--- src/rtl/lpm_seq_pkg.sv ---
package lpm_seq_pkg;
  typedef enum logic [1:0] {
    XS_IDLE = 2'd0,
    XS_HELD = 2'd1,
    XS_WAIT = 2'd2
  } xmit_state_e;

  function automatic int unsigned width_of(input int unsigned n);
    return (n > 1) ? $clog2(n) : 1;
  endfunction
endpackage

--- src/rtl/lpm_step_prescaler.sv ---
module lpm_step_prescaler #(
  parameter int unsigned STEP_TICKS = 4
) (
  input  logic clk,
  input  logic rst,
  input  logic clr,
  input  logic en,
  output logic step_last
);
  localparam int unsigned CW = lpm_seq_pkg::width_of(STEP_TICKS);
  localparam logic [CW-1:0] LAST = CW'(STEP_TICKS - 1);

  generate
    if (STEP_TICKS <= 1) begin : g_pass
      assign step_last = en;
    end else begin : g_count
      logic [CW-1:0] cnt_q;
      always_ff @(posedge clk) begin
        if (rst || clr) begin
          cnt_q <= '0;
        end else if (en) begin
          cnt_q <= (cnt_q == LAST) ? '0 : cnt_q + 1'b1;
        end
      end
      assign step_last = en && (cnt_q == LAST);
    end
  endgenerate
endmodule

--- src/rtl/lpm_resume_timer.sv ---
module lpm_resume_timer #(
  parameter int unsigned DUR_W      = 4,
  parameter int unsigned STEP_TICKS = 4
) (
  input  logic             clk,
  input  logic             rst,
  input  logic             resume_wr,
  input  logic [DUR_W-1:0] resume_dur,
  input  logic             us_tick,
  output logic             resume_drv,
  output logic             resume_done
);
  logic [DUR_W-1:0] dur_lat_q;
  logic [DUR_W-1:0] steps_q;
  logic             start;
  logic             step_last;

  assign start = resume_wr && !resume_drv;

  lpm_step_prescaler #(.STEP_TICKS(STEP_TICKS)) u_pre (
    .clk      (clk),
    .rst      (rst),
    .clr      (start),
    .en       (resume_drv && us_tick),
    .step_last(step_last)
  );

  assign resume_done = step_last && (steps_q == dur_lat_q);

  always_ff @(posedge clk) begin
    if (rst) begin
      resume_drv <= 1'b0;
      dur_lat_q  <= '0;
      steps_q    <= '0;
    end else if (start) begin
      resume_drv <= 1'b1;
      dur_lat_q  <= resume_dur;
      steps_q    <= '0;
    end else if (resume_done) begin
      resume_drv <= 1'b0;
    end else if (step_last) begin
      steps_q <= steps_q + 1'b1;
    end
  end
endmodule

--- src/rtl/lpm_xmit_ctrl.sv ---
module lpm_xmit_ctrl #(
  parameter int unsigned MAX_TIMEOUTS = 3
) (
  input  logic clk,
  input  logic rst,
  input  logic xmit_wr,
  input  logic token_rx,
  input  logic timeout_evt,
  input  logic resume_active,
  input  logic resume_done,
  output logic lpm_req,
  output logic xmit_busy,
  output logic xmit_held
);
  import lpm_seq_pkg::*;
  localparam int unsigned TW = width_of(MAX_TIMEOUTS + 1);
  localparam logic [TW-1:0] TO_LAST = TW'(MAX_TIMEOUTS - 1);

  xmit_state_e   state_q, state_d;
  logic [TW-1:0] to_cnt_q, to_cnt_d;
  logic          launch, retry;

  always_comb begin
    state_d  = state_q;
    to_cnt_d = to_cnt_q;
    launch   = 1'b0;
    retry    = 1'b0;
    unique case (state_q)
      XS_IDLE: begin
        if (xmit_wr) begin
          if (!resume_active || resume_done) launch = 1'b1;
          else                               state_d = XS_HELD;
        end
      end
      XS_HELD: begin
        if (resume_done) launch = 1'b1;
      end
      XS_WAIT: begin
        if (token_rx) begin
          state_d  = XS_IDLE;
          to_cnt_d = '0;
        end else if (timeout_evt) begin
          if (to_cnt_q == TO_LAST) begin
            state_d  = XS_IDLE;
            to_cnt_d = '0;
          end else begin
            to_cnt_d = to_cnt_q + 1'b1;
            retry    = 1'b1;
          end
        end
      end
      default: state_d = XS_IDLE;
    endcase
    if (launch) begin
      state_d  = XS_WAIT;
      to_cnt_d = '0;
    end
  end

  always_ff @(posedge clk) begin
    if (rst) begin
      state_q   <= XS_IDLE;
      to_cnt_q  <= '0;
      lpm_req   <= 1'b0;
      xmit_busy <= 1'b0;
      xmit_held <= 1'b0;
    end else begin
      state_q   <= state_d;
      to_cnt_q  <= to_cnt_d;
      lpm_req   <= launch || retry;
      xmit_busy <= (state_d == XS_WAIT);
      xmit_held <= (state_d == XS_HELD);
    end
  end
endmodule

--- src/rtl/lpm_host_seq.sv ---
module lpm_host_seq #(
  parameter int unsigned DUR_W        = 4,
  parameter int unsigned STEP_TICKS   = 4,
  parameter int unsigned MAX_TIMEOUTS = 3
) (
  input  logic             clk,
  input  logic             rst,
  input  logic             xmit_wr,
  input  logic             resume_wr,
  input  logic             token_rx,
  input  logic             timeout_evt,
  input  logic [DUR_W-1:0] resume_dur,
  input  logic             us_tick,
  output logic             lpm_req,
  output logic             xmit_busy,
  output logic             xmit_held,
  output logic             resume_drv
);
  logic resume_done;

  lpm_resume_timer #(.DUR_W(DUR_W), .STEP_TICKS(STEP_TICKS)) u_resume (
    .clk        (clk),
    .rst        (rst),
    .resume_wr  (resume_wr),
    .resume_dur (resume_dur),
    .us_tick    (us_tick),
    .resume_drv (resume_drv),
    .resume_done(resume_done)
  );

  lpm_xmit_ctrl #(.MAX_TIMEOUTS(MAX_TIMEOUTS)) u_xmit (
    .clk          (clk),
    .rst          (rst),
    .xmit_wr      (xmit_wr),
    .token_rx     (token_rx),
    .timeout_evt  (timeout_evt),
    .resume_active(resume_drv),
    .resume_done  (resume_done),
    .lpm_req      (lpm_req),
    .xmit_busy    (xmit_busy),
    .xmit_held    (xmit_held)
  );
endmodule

--- config.mk ---
export PLATFORM = sky130hd
export DESIGN_NAME = lpm_host_seq
export DESIGN_NICKNAME = d
export VERILOG_FILES = /design/src/rtl/lpm_seq_pkg.sv /design/src/rtl/lpm_step_prescaler.sv /design/src/rtl/lpm_resume_timer.sv /design/src/rtl/lpm_xmit_ctrl.sv /design/src/rtl/lpm_host_seq.sv
export SDC_FILE = /design/constraint.sdc
export NUM_CORES = 1
export LEC_CHECK = 0
export CAP_MARGIN = 20
export CORE_MARGIN = 4
export CORE_UTILIZATION = 45
export DETAILED_ROUTE_END_ITERATION = 8
export GPL_TIMING_DRIVEN = 0
export HOLD_SLACK_MARGIN = 0.02
export PLACE_DENSITY_LB_ADDON = 0.3
export SETUP_SLACK_MARGIN = 0.15
export SLEW_MARGIN = 20
export SYNTH_ARGS = -nofsm -noshare
export SYNTH_HDL_FRONTEND = slang
export SYNTH_SLANG_ARGS = --single-unit
--- constraint.sdc ---
create_clock -name clk -period 3.1 [get_ports clk]
set_clock_uncertainty 0.05 [all_clocks]
set_input_delay 0.62 -clock clk [delete_from_list [all_inputs] [get_ports clk]]
set_output_delay 0.62 -clock clk [all_outputs]
set_load 0.03 [all_outputs]
==> flow_summary.json <==
{
  "status": "finished clean",
  "final_cell_area_um2": 1060,
  "rsz0062_at_grt": "no",
  "ys_ff_latch": 18,
  "grt_remaining_overflow": 0,
  "place_ws_ns": 0.956,
  "synth_ff_type": "dfxtp_1",
  "finalMaxSlewViolations": 0,
  "die_area_um2": 2680,
  "finalSetupViolCount": 0,
  "route.detailed.drc": 0,
  "p_int_mw": 0.329,
  "viasPerCell": 5.20,
  "vdd_drop_max_mv": 0.217,
  "holdCritPathClass": "flip-flop to flip-flop",
  "switching_share": 0.262,
  "worstSetupStartpointType": "flip-flop",
  "cts_max_path_buffers": 2,
  "port_buffers": 14,
  "slew-limit-headroom": 0.425,
  "crit_family": "buffers and inverters",
  "power_density_nw_per_um2": 423,
  "clk_pin_slew_ns": 0.09,
  "area_delta_synth_final_pct": 22.5,
  "syn_inst": 86,
  "cts_hold_buf": 0,
  "ios": 15,
  "netlist_area_um2": 862,
  "synth.distinct_cells": 32,
  "nets": 118,
  "postSynth.asyncResetShare": 0,
  "final.setup.worst_slack_ns": 0.948,
  "max_stage_delay_ns": 0.73,
  "wl_per_cell_um": 11.8,
  "die_h_um": 51.8,
  "die_x_um": 51.8,
  "place_congestion": 0.734,
  "hold_slack_ns": 0.418,
  "regToRegSetupSlack_ns": 1.60,
  "core_area_um2": 1760,
  "max_freq_ghz": 0.465,
  "cts.sinks": 18,
  "highest_layer": "met4",
  "drtPass1Iterations": 4,
  "cts_buffers": 3,
  "cp_slowest_cell": "clkdlybuf4s50_1",
  "wl_um": 1510,
  "clk_latency_ns": 0.28,
  "drt_iter0_drc": 6,
  "cp_max_fo": 8,
  "yosysTopAreaCellShare": 0.418,
  "placed_area_um2": 1030,
  "yosysWarnings": 0,
  "dr_wl_met3_um": 68,
  "path_buf_inv": 1,
  "grt_pass1_vias": 652,
  "clkPwrFrac": 0.242,
  "syn_area_per_cell_um2": 10.0,
  "crit_required_ns": 2.43,
  "antenna_found_initial": 0,
  "p_leak_nw": 0.374,
  "antenna_cells": 0,
  "hold_violations": 0,
  "vias": 666,
  "htreeDepth": 1,
  "combPwrFrac": 0.187,
  "grtUsageTotal": 0.132,
  "initial_core_util": 0.489,
  "crit_arrival_ns": 1.48,
  "synth_common_cells": "dfxtp_1, nor2_1, nand2_1",
  "postCtsSetupBuffers": 0,
  "critical_path_class": "flip-flop to output pin",
  "worstSetupEndpointType": "output pin",
  "yosysMostFrequentCell": "dfxtp_1",
  "syn-num-nets": 99,
  "cts_tree": "done",
  "seq_power_share": 0.571,
  "fin_tns_setup_ns": 0,
  "p_switching_mw": 0.117,
  "min_period_over_period": 0.694,
  "synth_area_leaders": "dfxtp_1, xnor2_2, mux2i_1",
  "antenna_left": 0,
  "drive_above_1_share": 0.117,
  "wl_met1_um": 699,
  "path_cells": "clkdlybuf4s50_1",
  "num_rows": 15,
  "seq_area_frac_synth": 0.418,
  "cts-root-buf": "clkbuf_4",
  "wl_met2_um": 732,
  "worst_slew_pin_slew_ns": 0.850,
  "synth_edf_count": 0,
  "fin_crit_ns": 2.15,
  "yosys.area.top_type": "dfxtp_1",
  "grt_max_degree": 11,
  "dp_hpwl_um": 1210,
  "max_cap_viol_count": 0,
  "grt_first_pass_wirelength_um": 2690,
  "cts_resized": 0
}
-- final timing paths --
check | start | to | cells after the start
worst max-delay path | u_resume.resume_drv | resume_drv | 1
worst min-delay path | u_resume.u_pre.g_count.cnt_q[1] | u_resume.u_pre.g_count.cnt_q[1] | 2
worst max register to register | u_resume.resume_drv | u_xmit.lpm_req | 2
worst min register to register | u_resume.u_pre.g_count.cnt_q[1] | u_resume.u_pre.g_count.cnt_q[1] | 2
-- state kept, by name (all words and copies together), names as in the netlist --
register and count:
u_resume.u_pre.g_count.cnt_q 2, u_resume.dur_lat_q 4, u_xmit.state_q 2, u_xmit.xmit_busy 1, u_resume.resume_drv 1, u_xmit.xmit_held 1
u_xmit.lpm_req 1, u_resume.steps_q 4, u_xmit.to_cnt_q 2
-- routing by layer --
layer	up-vias	GRT usage
met3	2	0.0258
met5	-	0
met2	13	0.246
met4	0	0.0393
met1	300	0.149
li1	351	-
-- layout by cell type, fill, tap and decap left out, drive strengths merged, types with 2 or more instances in the layout --
master | netlist | routed
clkbuf | 1 | 4
dfxtp | 18 | 18
inv | 3 | 3
a21oi | 5 | 5
nor4 | 5 | 5
nor2 | 10 | 10
o21ai | 2 | 2
clkdlybuf4s50 | 0 | 14
ha | 2 | 2
nand4 | 3 | 3
xnor2 | 5 | 5
nor3 | 2 | 2
nor2b | 2 | 2
nand3 | 3 | 3
nand2 | 6 | 6
mux2i | 5 | 5
o31a | 3 | 3
-- power by group through the flow --
stage | Combinational, mW | Sequential [mW] | Clock [mW]
final | 0.0836 | 0.255 | 0.108
after global routing | 0.0920 | 0.257 | 0.124
after CTS | 0.0845 | 0.255 | 0.113
after detailed placement | 0.0842 | 0.261 | 0
after global placement | 0.0824 | 0.260 | 0
after floorplan | 0.0437 | 0.269 | 0
-- cell type report --
| class | count | area [um2] |
|---|---|---|
| fillers | 159 | 708 |
| plain buffers | 2 | 8.76 |
| clock buffers | 3 | 22.5 |
| flip-flops and latches | 18 | 360 |
| inverters | 3 | 11.3 |
| repair buffers | 14 | 140 |
| multi-input cells | 63 | 482 |
| well taps | 25 | 31.3 |
-- stage by stage --
step	std cells	total power [mW]	utilization
6_report	128	0.447	0.599
5_1_grt	128	0.473	0.599
4_1_cts	128	0.453	0.599
3_5_place_dp	125	0.345	0.586
3_3_place_gp	125	0.343	0.586
2_1_floorplan	86	0.312	-
-- cell families (layout without fill, tap and decap cells) --
kind of cell               Yosys count  in the layout  synth area share
and+or+nand+nor                     36             36             0.247
xor gates and xnor gates             5              5            0.0856
AOI/OAI and AO/OA                   15             15             0.139
adders and majority gates            2              2            0.0290
buffers and inverters                5             22            0.0232
DFF                                 18             18             0.418
muxes                                5              5            0.0581
Power figures use the tool's default switching activity.
